[src/rtl/mu_pkg.sv]
package mu_pkg;
  localparam int NUM_CH   = 4;
  localparam int ADDR_W   = 6;
  localparam int REG_W    = 32;
  localparam int OFS_TX   = 'h00;
  localparam int OFS_RX   = 'h10;
  localparam int OFS_STAT = 'h20;
  localparam int OFS_CTRL = 'h24;
  localparam int POS_DB   = 28;
  localparam int POS_RF   = 24;
  localparam int POS_TE   = 20;
  localparam int POS_REQ  = 16;
  localparam int POS_PRST = 9;

  // channel n sits at base+(NUM_CH-1-n): reversed order
  function automatic int ch_bit(int base, int n);
    return base + (NUM_CH - 1 - n);
  endfunction
endpackage

[src/rtl/mu_slot.sv]
module mu_slot #(
  parameter int DATA_W = 32
) (
  input  logic              clk_i,
  input  logic              rst_ni,
  input  logic              wr_i,
  input  logic [DATA_W-1:0] wdata_i,
  input  logic              rd_i,
  output logic [DATA_W-1:0] data_o,
  output logic              full_o
);
  always_ff @(posedge clk_i or negedge rst_ni) begin
    if (!rst_ni) begin
      data_o <= '0;
      full_o <= 1'b0;
    end else if (wr_i) begin
      data_o <= wdata_i;
      full_o <= 1'b1;
    end else if (rd_i) begin
      full_o <= 1'b0;
    end
  end

  a_r2_write_fills: assert property (@(posedge clk_i) disable iff (!rst_ni)
    wr_i |=> full_o && data_o == $past(wdata_i));
  a_r3_read_drains: assert property (@(posedge clk_i) disable iff (!rst_ni)
    rd_i && !wr_i |=> !full_o);
  a_r4_no_write_stable: assert property (@(posedge clk_i) disable iff (!rst_ni)
    !wr_i |=> $stable(data_o));
endmodule

[src/rtl/mu_side.sv]
module mu_side
  import mu_pkg::*;
#(
  parameter int DATA_W = 32
) (
  input  logic                           clk_i,
  input  logic                           rst_ni,
  input  logic                           srst_i,
  input  logic                           peer_srst_i,
  input  logic                           sel_i,
  input  logic                           we_i,
  input  logic [ADDR_W-1:0]              addr_i,
  input  logic [REG_W-1:0]               wdata_i,
  output logic [REG_W-1:0]               rdata_o,
  output logic                           irq_o,
  output logic [NUM_CH-1:0]              tx_wr_o,
  output logic [DATA_W-1:0]              tx_wdata_o,
  input  logic [NUM_CH-1:0]              tx_full_i,
  output logic [NUM_CH-1:0]              rx_rd_o,
  input  logic [NUM_CH-1:0]              rx_full_i,
  input  logic [NUM_CH-1:0][DATA_W-1:0]  rx_data_i,
  output logic [NUM_CH-1:0]              db_req_o,
  input  logic [NUM_CH-1:0]              peer_req_i,
  output logic [NUM_CH-1:0]              db_pend_o,
  input  logic [NUM_CH-1:0]              peer_pend_i
);
  logic acc, wr, rd, wr_stat, wr_ctrl, rd_stat, rd_ctrl;
  logic [NUM_CH-1:0] gie, rie, tie, req, pend;
  logic [NUM_CH-1:0] w_gie, w_rie, w_tie, w_req, w_clr, tx_empty;
  logic [REG_W-1:0]  stat_w, ctrl_w;

  assign acc     = sel_i & ~srst_i;
  assign wr      = acc & we_i;
  assign rd      = acc & ~we_i;
  assign wr_stat = wr && addr_i == ADDR_W'(OFS_STAT);
  assign wr_ctrl = wr && addr_i == ADDR_W'(OFS_CTRL);
  assign rd_stat = rd && addr_i == ADDR_W'(OFS_STAT);
  assign rd_ctrl = rd && addr_i == ADDR_W'(OFS_CTRL);
  assign tx_wdata_o = wdata_i[DATA_W-1:0];
  assign tx_empty   = ~tx_full_i;
  assign db_req_o   = req;
  assign db_pend_o  = pend;

  for (genvar n = 0; n < NUM_CH; n++) begin : g_ch
    assign tx_wr_o[n] = wr && addr_i == ADDR_W'(OFS_TX + 4*n);
    assign rx_rd_o[n] = rd && addr_i == ADDR_W'(OFS_RX + 4*n);
    assign w_gie[n]   = wdata_i[ch_bit(POS_DB, n)];
    assign w_rie[n]   = wdata_i[ch_bit(POS_RF, n)];
    assign w_tie[n]   = wdata_i[ch_bit(POS_TE, n)];
    assign w_req[n]   = wdata_i[ch_bit(POS_REQ, n)];
    assign w_clr[n]   = wdata_i[ch_bit(POS_DB, n)];

    a_r5_req_self_clear: assert property (@(posedge clk_i) disable iff (!rst_ni)
      req[n] && peer_pend_i[n] && !(wr_ctrl && w_req[n]) |=> !req[n]);
    a_r6_pend_sticky: assert property (@(posedge clk_i) disable iff (!rst_ni)
      pend[n] && !srst_i && !(wr_stat && w_clr[n]) |=> pend[n]);
    a_r6_w1c: assert property (@(posedge clk_i) disable iff (!rst_ni)
      wr_stat && w_clr[n] && !peer_req_i[n] |=> !pend[n]);
  end

  always_comb begin
    stat_w = '0;
    ctrl_w = '0;
    for (int n = 0; n < NUM_CH; n++) begin
      stat_w[ch_bit(POS_DB, n)]  = pend[n];
      stat_w[ch_bit(POS_RF, n)]  = rx_full_i[n];
      stat_w[ch_bit(POS_TE, n)]  = tx_empty[n];
      ctrl_w[ch_bit(POS_DB, n)]  = gie[n];
      ctrl_w[ch_bit(POS_RF, n)]  = rie[n];
      ctrl_w[ch_bit(POS_TE, n)]  = tie[n];
      ctrl_w[ch_bit(POS_REQ, n)] = req[n];
    end
    stat_w[POS_PRST] = peer_srst_i;
  end

  always_comb begin
    rdata_o = '0;
    if (rd_stat) rdata_o = stat_w;
    if (rd_ctrl) rdata_o = ctrl_w;
    for (int n = 0; n < NUM_CH; n++)
      if (rx_rd_o[n]) rdata_o = REG_W'(rx_data_i[n]);
  end

  always_ff @(posedge clk_i or negedge rst_ni) begin
    if (!rst_ni) begin
      gie <= '0; rie <= '0; tie <= '0; req <= '0; pend <= '0;
    end else if (srst_i) begin
      gie <= '0; rie <= '0; tie <= '0; req <= '0; pend <= '0;
    end else begin
      if (wr_ctrl) begin
        gie <= w_gie;
        rie <= w_rie;
        tie <= w_tie;
      end
      req  <= (req & ~peer_pend_i) | (wr_ctrl ? w_req : '0);
      pend <= (pend & ~(wr_stat ? w_clr : '0)) | peer_req_i;
    end
  end

  assign irq_o = |(pend & gie) | |(rx_full_i & rie) | |(tx_empty & tie);

  a_r8_srst_quiet: assert property (@(posedge clk_i) disable iff (!rst_ni)
    srst_i |=> !irq_o && pend == '0);
endmodule

[src/rtl/mu_dual.sv]
module mu_dual
  import mu_pkg::*;
#(
  parameter int DATA_W = 32
) (
  input  logic              clk_i,
  input  logic              rst_ni,
  input  logic              a_srst_i,
  input  logic              a_sel_i,
  input  logic              a_we_i,
  input  logic [5:0]        a_addr_i,
  input  logic [31:0]       a_wdata_i,
  output logic [31:0]       a_rdata_o,
  output logic              a_irq_o,
  input  logic              b_srst_i,
  input  logic              b_sel_i,
  input  logic              b_we_i,
  input  logic [5:0]        b_addr_i,
  input  logic [31:0]       b_wdata_i,
  output logic [31:0]       b_rdata_o,
  output logic              b_irq_o
);
  logic [NUM_CH-1:0]             ab_wr, ab_rd, ab_full, ba_wr, ba_rd, ba_full;
  logic [NUM_CH-1:0][DATA_W-1:0] ab_data, ba_data;
  logic [DATA_W-1:0]             a_txd, b_txd;
  logic [NUM_CH-1:0]             a_req, b_req, a_pend, b_pend;

  for (genvar n = 0; n < NUM_CH; n++) begin : g_slot
    mu_slot #(.DATA_W(DATA_W)) u_ab (
      .clk_i, .rst_ni, .wr_i(ab_wr[n]), .wdata_i(a_txd), .rd_i(ab_rd[n]),
      .data_o(ab_data[n]), .full_o(ab_full[n]));
    mu_slot #(.DATA_W(DATA_W)) u_ba (
      .clk_i, .rst_ni, .wr_i(ba_wr[n]), .wdata_i(b_txd), .rd_i(ba_rd[n]),
      .data_o(ba_data[n]), .full_o(ba_full[n]));
  end

  mu_side #(.DATA_W(DATA_W)) u_side_a (
    .clk_i, .rst_ni, .srst_i(a_srst_i), .peer_srst_i(b_srst_i),
    .sel_i(a_sel_i), .we_i(a_we_i), .addr_i(a_addr_i), .wdata_i(a_wdata_i),
    .rdata_o(a_rdata_o), .irq_o(a_irq_o),
    .tx_wr_o(ab_wr), .tx_wdata_o(a_txd), .tx_full_i(ab_full),
    .rx_rd_o(ba_rd), .rx_full_i(ba_full), .rx_data_i(ba_data),
    .db_req_o(a_req), .peer_req_i(b_req), .db_pend_o(a_pend), .peer_pend_i(b_pend));

  mu_side #(.DATA_W(DATA_W)) u_side_b (
    .clk_i, .rst_ni, .srst_i(b_srst_i), .peer_srst_i(a_srst_i),
    .sel_i(b_sel_i), .we_i(b_we_i), .addr_i(b_addr_i), .wdata_i(b_wdata_i),
    .rdata_o(b_rdata_o), .irq_o(b_irq_o),
    .tx_wr_o(ba_wr), .tx_wdata_o(b_txd), .tx_full_i(ba_full),
    .rx_rd_o(ab_rd), .rx_full_i(ab_full), .rx_data_i(ab_data),
    .db_req_o(b_req), .peer_req_i(a_req), .db_pend_o(b_pend), .peer_pend_i(a_pend));
endmodule

[config.mk]
export PLATFORM = sky130hd
export DESIGN_NAME = mu_dual
export DESIGN_NICKNAME = d
export VERILOG_FILES = /design/src/rtl/mu_pkg.sv /design/src/rtl/mu_slot.sv /design/src/rtl/mu_side.sv /design/src/rtl/mu_dual.sv
export SDC_FILE = /design/constraint.sdc
export NUM_CORES = 1
export LEC_CHECK = 0
export BUFFER_PORTS_ARGS = -buffer_cell sky130_fd_sc_hd__buf_4
export CAP_MARGIN = 30
export CORE_ASPECT_RATIO = 1.1
export CORE_MARGIN = 1
export CORE_UTILIZATION = 65
export CTS_BUF_LIST = sky130_fd_sc_hd__clkbuf_4 sky130_fd_sc_hd__clkbuf_8 sky130_fd_sc_hd__clkbuf_16
export DETAILED_ROUTE_END_ITERATION = 10
export PLACE_DENSITY = 0.88
export SETUP_SLACK_MARGIN = 0.1
export SYNTH_ARGS = -nofsm -noshare
export SYNTH_HDL_FRONTEND = slang
export SYNTH_HIERARCHICAL = 1
export SYNTH_SLANG_ARGS = --single-unit
[constraint.sdc]
create_clock -name clk_i -period 3.04 [get_ports clk_i]
set_input_delay 0.304 -clock clk_i [delete_from_list [all_inputs] [get_ports clk_i]]
set_output_delay 0.304 -clock clk_i [all_outputs]
set_load 0.01 [all_outputs]
==> key figures, run 1 <==
Status
  • Status: finished with violations
  • Failing checks: DRC

STA
  • Clock skew: 0.00484 ns
  • Fmax: 413 MHz
  • Final slew viol count: 0
  • Setup tns final: 0 ns
  • Final Cycle Share: 0.796
  • Tightest Pin Transition: 0.607 ns
  • Max transition margin: 0.595
  • Final setup violation count: 0
  • RSZ-0062 raised after global routing: no
  • WHS: 0.0126 ns
  • Tmin final: 2.42 ns
  • Final hold viol count: 0

Drt
  • Drt first pass iters: 10
  • DR iter-0 viols: 911
  • # DRC: 6
  • Post-Route WL: 39.3 mm
  • Remaining antenna violation count: 0
  • Via count: 10300
  • Avg WL per Cell: 24.5 µm
  • Drt via density: 6.38

Setup path
  • Critical Path RT: 2.74 ns
  • Crit-path max cell delay: 0.54 ns
  • Worst path cell trace: buf_4 -> or3b_2 -> nor2_1 -> nand2_1 -> o22ai_1 -> buf_4
  • Critical Path AT: 2.12 ns
  • Critical Path Most Common Cell: buf_4
  • CP max FO: 23
  • Critical path class: in -> out
  • Critical Path End Type: output pin
  • R2r endpoint: u_side_b/db_pend_o[3]$_DFF_PN0_
  • CP max-delay cell: or3b_2
  • Reg2reg setup slack: 2.01 ns
  • Reg2reg start: u_side_a/db_req_o[3]$_DFF_PN0_
  • CP Launch Type: input pin
  • FF-to-FF path depth: 2

Die
  • Die footprint: 25500 µm²
  • DIE HEIGHT: 167 µm
  • # rows: 60
  • Core Box Area: 24400 µm²
  • Num ports: 150
  • Initial Utilization: 0.662
  • DIE WIDTH: 152 µm

Job
  • Max cap viols: 0

Synthesis
  • Post-synthesis cell count: 1178
  • Main flop type after synthesis: dfrtp_1
  • Post-synth EDFFs: 0
  • Mean area per synthesized cell: 13.7 µm²
  • Synth cell types: 40
  • Share of the yosys chip area belonging to registers: 0.471
  • Post-synthesis sequential element count: 304
  • Synth Net Count: 1262
  • Synthesized area: 16200 µm²
  • Fraction of registers with async set/reset: 1.00
  • Yosys Warn Count: 6

Min path
  • Worst Hold Depth: 3
  • Hold WC Path Type: in -> reg
  • Min-delay src: b_wdata_i[18]
  • Hold endpoint: u_side_b/db_req_o[1]$_DFF_PN0_

Layout
  • Non-Filler Instances: 1608
  • Design Area, Final: 18100 µm²
  • Synthesis-to-finish area growth: 12.2%
  • Nets@finish: 1356
  • Share of layout cells above drive strength 1: 0.426
  • # fillers: 1407

Power and ir drop
  • Static Leak: 0.00871 µW
  • Overall Power: 9310 µW
  • Peak supply drop: 0.000488 V
  • PwrDens: 514 nW/µm²

Placed design
  • Placer Congestion: 0.897
  • Placed cell count: 1524
  • DPL Wire Length: 24.0 mm
  • Port Buffers: 149
  • Post-DP Area: 16800 µm²

Clock network
  • CTS tree: done
  • Clock Path Buffers: 3
  • Clock Latency Late Sink: 0.56 ns
  • Worst-path clk slew: 0.06 ns
  • CTS Hold Buffers Added: 25
  • H-tree Lvls: 1
  • CTS buffer count: 31
  • CTS Root Cell: clkbuf_16
  • Setup Buffers After CTS: 0
  • Quantity of gates resized following cts: 0
  • Sink Count: 304

Global route
  • Tot GR Track Use: 0.314
  • Number of global-route vias before repair: 10900
  • GRT overflow: 0
  • Antenna violations before repair: 1
  • First-pass GRT wire length: 62.7 mm
  • Largest net degree at the start of global routing: 77
==> worst max-delay path by stage <==
| stage | start | end | slack, ns |
|---|---|---|---|
| after detailed placement | a_srst_i | g_slot[2].u_ab/data_o[29]$_DFFE_PN0P_ | 0.58 |
| after CTS | b_addr_i[2] | b_rdata_o[25] | 0.65 |
| final | a_addr_i[2] | a_rdata_o[7] | 0.62 |
| after floorplan | a_addr_i[2] | g_slot[2].u_ab/data_o[0]$_DFFE_PN0P_ | 1.0 |
| after global placement | a_srst_i | g_slot[2].u_ab/data_o[29]$_DFFE_PN0P_ | 0.66 |
| after global routing | b_addr_i[2] | b_rdata_o[4] | 0.48 |
==> logic make-up (layout without fill, tap and decap cells) <==
logic type             after synthesis  after routing  share of synthesized area
other                                0              1                          0
multiplexers                       344            344                      0.306
AO/OA/AOI/OAI                      168            168                     0.0682
flip-flops                         304            304                      0.471
AND/OR/NAND/NOR                    206            206                     0.0705
buffers and inverters              156            275                     0.0847
==> power by group <==
| part | total (µW) | internal [µW] | leakage, µW | switching (µW) |
|---|---|---|---|---|
| Clock | 4180 | 2510 | 0.000542 | 1670 |
| Combinational | 795 | 422 | 0.00397 | 373 |
| Sequential | 4340 | 4220 | 0.00420 | 121 |
| Total | 9310 | 7150 | 0.00871 | 2160 |
==> placed cells by master, fill, tap and decap left out, types with 6 or more instances in the layout <==
cell type        n
dfrtp_1        304
mux2_4         232
buf_4          161
mux2_2          46
nand2_1         46
mux2i_1         44
nor2_1          42
o22ai_1         38
nand2b_1        32
clkbuf_16       31
a21o_1          30
a22oi_1         30
o21ai_0         28
dlygate4sd3_1   25
mux4_2          22
and2_1          22
a21oi_1         20
inv_1           18
buf_12          12
nor3_1          12
and4b_1          8
clkinv_2         7
bufinv_16        6
clkinvlp_4       6
nor2b_1          6
or3_1            6
a221oi_1         6
==> layout make-up <==
cell class / instances / area (µm²) / area share
antenna: 1 / 2.50 / 0.000138
clock buffer: 38 / 853 / 0.0471
clock inverter: 20 / 269 / 0.0148
inverter: 18 / 67.6 / 0.00373
multi-input combinational: 718 / 7230 / 0.399
sequential: 304 / 7610 / 0.420
tap: 310 / 388 / 0.0214
timing repair buffer: 199 / 1710 / 0.0946
==> synthesized netlist by cell type, types with 8 or more instances <==
cell / count / area [µm²]
inv_1: 18 / 67.6
buf_6: 18 / 203
nor2_1: 44 / 165
buf_12: 24 / 480
nor3_1: 14 / 70.1
a21o_1: 30 / 225
a22oi_1: 30 / 225
o22ai_1: 38 / 238
and4b_1: 8 / 80.1
mux2_2: 46 / 518
mux2_4: 232 / 3480
buf_2: 8 / 40.0
dfrtp_1: 304 / 7610
mux4_2: 22 / 495
a21oi_1: 20 / 100
buf_4: 66 / 495
and2_1: 22 / 138
nand2_1: 46 / 173
clkbuf_1: 22 / 82.6
o21ai_0: 28 / 140
mux2i_1: 44 / 440
nand2b_1: 32 / 200
==> sequential cells by signal, summed over array words and instances (netlist names) <==
name,cells
g_slot.u_ab/data_o,128
g_slot.u_ab/full_o,4
g_slot.u_ba/data_o,128
g_slot.u_ba/full_o,4
u_side_a/db_pend_o,4
u_side_a/db_req_o,4
u_side_a/gie,4
u_side_a/rie,4
u_side_a/tie,4
u_side_b/db_pend_o,4
u_side_b/db_req_o,4
u_side_b/gie,4
u_side_b/rie,4
u_side_b/tie,4
==> metrics by stage <==
step	utilization	worst slack, ns
final	0.743	0.620
after global routing	0.743	0.484
after CTS	0.743	0.645
after detailed placement	0.687	0.582
after global placement	0.687	0.660
after floorplan	-	0.996
==> worst max-delay path, delay by kind of cell <==
kind | cells | cell delay, ns
AND/OR/NAND/NOR | 3 | 1.15
AO/OA/AOI/OAI | 1 | 0.26
buffers and inverters | 2 | 0.40
==> per-layer routing <==
metal | track usage | wire (µm) | share of wire
met5 | 0 | 0 | 0
met4 | 0.136 | 1430 | 0.036
met3 | 0.0505 | 2680 | 0.068
met2 | 0.505 | 19000 | 0.48
met1 | 0.425 | 16200 | 0.41
No activity file was read; power rests on OpenSTA's default activity.
==> run 2: changes to the inputs <==
--- a/config.mk
+++ b/config.mk
@@ -9,10 +9,10 @@
 export CAP_MARGIN = 30
 export CORE_ASPECT_RATIO = 1.1
 export CORE_MARGIN = 1
-export CORE_UTILIZATION = 65
+export CORE_UTILIZATION = 54
 export CTS_BUF_LIST = sky130_fd_sc_hd__clkbuf_4 sky130_fd_sc_hd__clkbuf_8 sky130_fd_sc_hd__clkbuf_16
 export DETAILED_ROUTE_END_ITERATION = 10
-export PLACE_DENSITY = 0.88
+export PLACE_DENSITY = 0.78
 export SETUP_SLACK_MARGIN = 0.1
 export SYNTH_ARGS = -nofsm -noshare
 export SYNTH_HDL_FRONTEND = slang
==> constraint.sdc (replaced) <==
create_clock -name clk_i -period 2 [get_ports clk_i]
set_input_delay 0.2 -clock clk_i [delete_from_list [all_inputs] [get_ports clk_i]]
set_output_delay 0.2 -clock clk_i [all_outputs]
set_load 0.01 [all_outputs]
==> run 2 against run 1 <==
The run now ends clean. Non-clock buffer count is 120 higher. Utilization is 6.3 points lower. Register-to-register slack lost 1.0 ns. Die area grew 20%. Hold slack better by 0.011 ns. Final area grew 11%. Critical path depth shrank 1. Count of clock-buffer cells in the layout grew 7. Final cell count up 12%. First-iteration DRC count fell by 14%. Clock power rose by 64%. Global-route usage shrank 4.4 points. Critical path type is now reg -> out.
==> key figures, run 2 (synthesized netlist as in run 1, its figures left out) <==
Layout
  • # fillers: 1915
  • Footprint of the multi-input gates: 7660 µm²
  • Commonest cells after routing, fill and taps aside: dfrtp_1 (299), mux2_4 (250), buf_4 (205)
  • Biggest regs: g_slot.u_ab/data_o x128, g_slot.u_ba/data_o x128
  • Share of layout cells above drive strength 1: 0.497
  • FF+latch area: 7610 µm²
  • Nets@finish: 1479
  • Synthesis-to-finish area growth: 24.0%
  • Design Area, Final: 20000 µm²
  • Most common cell after layout, fill and taps aside: dfrtp_1

STA
  • Max transition margin: 0.613
  • Final hold viol count: 0
  • Clock skew: 0.0111 ns
  • Post-route setup slack: 0.0111 ns
  • Final Cycle Share: 0.994
  • Final setup violation count: 0
  • RSZ-0062 raised after global routing: yes
  • Fmax: 503 MHz
  • Tmin final: 1.99 ns
  • Tightest Pin Transition: 0.580 ns
  • Final slew viol count: 0

Die
  • Initial Utilization: 0.548
  • DIE WIDTH: 167 µm
  • Die footprint: 30600 µm²
  • Num ports: 150
  • Core Box Area: 29500 µm²
  • # rows: 66
  • DIE HEIGHT: 183 µm

Clock network
  • H-tree Lvls: 2
  • CTS buffer count: 34
  • CTS tree: done
  • Clock Path Buffers: 3
  • CTS Root Cell: clkbuf_16
  • Worst-path clk slew: 0.06 ns
  • Sink Count: 304
  • Clock Latency Late Sink: 0.51 ns

Global route
  • Largest net degree at the start of global routing: 65
  • First-pass GRT wire length: 64.1 mm
  • Antenna violations before repair: 3
  • Number of global-route vias before repair: 11000
  • Tot GR Track Use: 0.269
  • GRT overflow: 0

Setup path
  • Critical Path End Type: output pin
  • Critical Path AT: 1.79 ns
  • Reg2reg start: g_slot[2].u_ab/data_o[25]$_DFFE_PN0P_
  • CP Launch Type: register
  • Crit-path max cell delay: 0.39 ns
  • R2r endpoint: g_slot[2].u_ab/data_o[25]$_DFFE_PN0P_
  • CP max FO: 2
  • CP max-delay cell: dfrtp_1
  • Critical Path RT: 1.80 ns
  • Critical Path Start: g_slot[2].u_ba/data_o[24]$_DFFE_PN0P_
  • FF-to-FF path depth: 3
  • Reg2reg setup slack: 0.98 ns
  • Worst path cell trace: mux2_4 -> a22oi_2 -> o22ai_2 -> a21o_1 -> buf_6
  • Critical path class: reg -> out
  • Worst Setup EP: a_rdata_o[24]

Power and ir drop
  • Static Leak: 0.00955 µW
  • Peak supply drop: 0.000631 V
  • PwrDens: 742 nW/µm²

Min path
  • Hold WC Path Type: in -> reg
  • Worst Hold Depth: 3

Drt
  • Avg WL per Cell: 23.2 µm
  • DR iter-0 viols: 787
  • Highest metal used: met4
  • WL met3: 2.25 mm
  • Via count: 10600
  • Drt first pass iters: 7
  • Met1 wire length: 17.7 mm
  • Post-Route WL: 41.7 mm
  • Drt via density: 5.89
  • # DRC: 0
  • Met2 wire len: 20.6 mm
  • Remaining antenna violation count: 0

Placed design
  • Port Buffers: 149
  • Placer Congestion: 0.871
  • Post-DP Area: 17400 µm²
  • Worst slack, placed: -0.0531 ns
  • DPL Wire Length: 26.4 mm

Job
  • Max cap viols: 0

Status
  • Status: finished clean
## run 2: worst min-delay path by stage
| stage | from | end |
|---|---|---|
| after floorplan | rst_ni | g_slot[0].u_ab/data_o[0]$_DFFE_PN0P_ |
| after global placement | rst_ni | g_slot[1].u_ab/data_o[5]$_DFFE_PN0P_ |
| after detailed placement | rst_ni | g_slot[1].u_ab/data_o[5]$_DFFE_PN0P_ |
| after CTS | b_wdata_i[31] | u_side_b/gie[0]$_DFFE_PN0P_ |
| after global routing | a_wdata_i[28] | g_slot[2].u_ab/data_o[28]$_DFFE_PN0P_ |
| final | a_wdata_i[28] | u_side_a/gie[3]$_DFFE_PN0P_ |
## run 2: area by class of cell
class	instances	share of cell area
tap	374	0.0234
antenna	3	0.000375
sequential	304	0.380
timing repair buffer	319	0.149
clock buffer	45	0.0501
inverter	18	0.00337
multi-input combinational	718	0.383
clock inverter	14	0.0110
## run 2: what timing repair did
action                                  CTS  global route
resized for setup                        55            60
hold buffers                             61             0
pin swaps                                23            30
endpoints found under the hold margin   283             0
buffers inserted                         10            26
cloned                                    1             0
endpoints found under the setup margin   30            54
## run 2: worst max-delay path: cells and delay by family (launching register included)
| kind | cells | cell delay (ns) |
|---|---|---|
| mux | 1 | 0.28 |
| compound gates | 3 | 0.50 |
| flops | 1 | 0.39 |
| buf+inv | 1 | 0.12 |
## run 2: metal layers
layer,vias up,track usage
li1,4594,-
met1,5509,0.372
met2,390,0.437
met3,85,0.0360
met4,0,0.0956
met5,-,0
## run 2: through the flow
step | power, µW | hold slack [ns] | utilization | std cells | TNS [ns]
final | 14900 | 0.0236 | 0.680 | 1795 | 0
after global routing | 15300 | 0.00821 | 0.680 | 1795 | -0.0927
after CTS | 14900 | 0.00373 | 0.664 | 1766 | 0
after detailed placement | 7890 | 0.199 | 0.590 | 1635 | -0.632
after global placement | 7850 | 0.185 | 0.590 | 1635 | -0.144
after floorplan | 7420 | -0.0956 | - | 1178 | 0
## run 2: where the power goes
part	internal, µW	switching [µW]	total [µW]
sequential	6410	180	6600
clock	4300	2540	6840
combinational	794	637	1430
total	11500	3350	14900
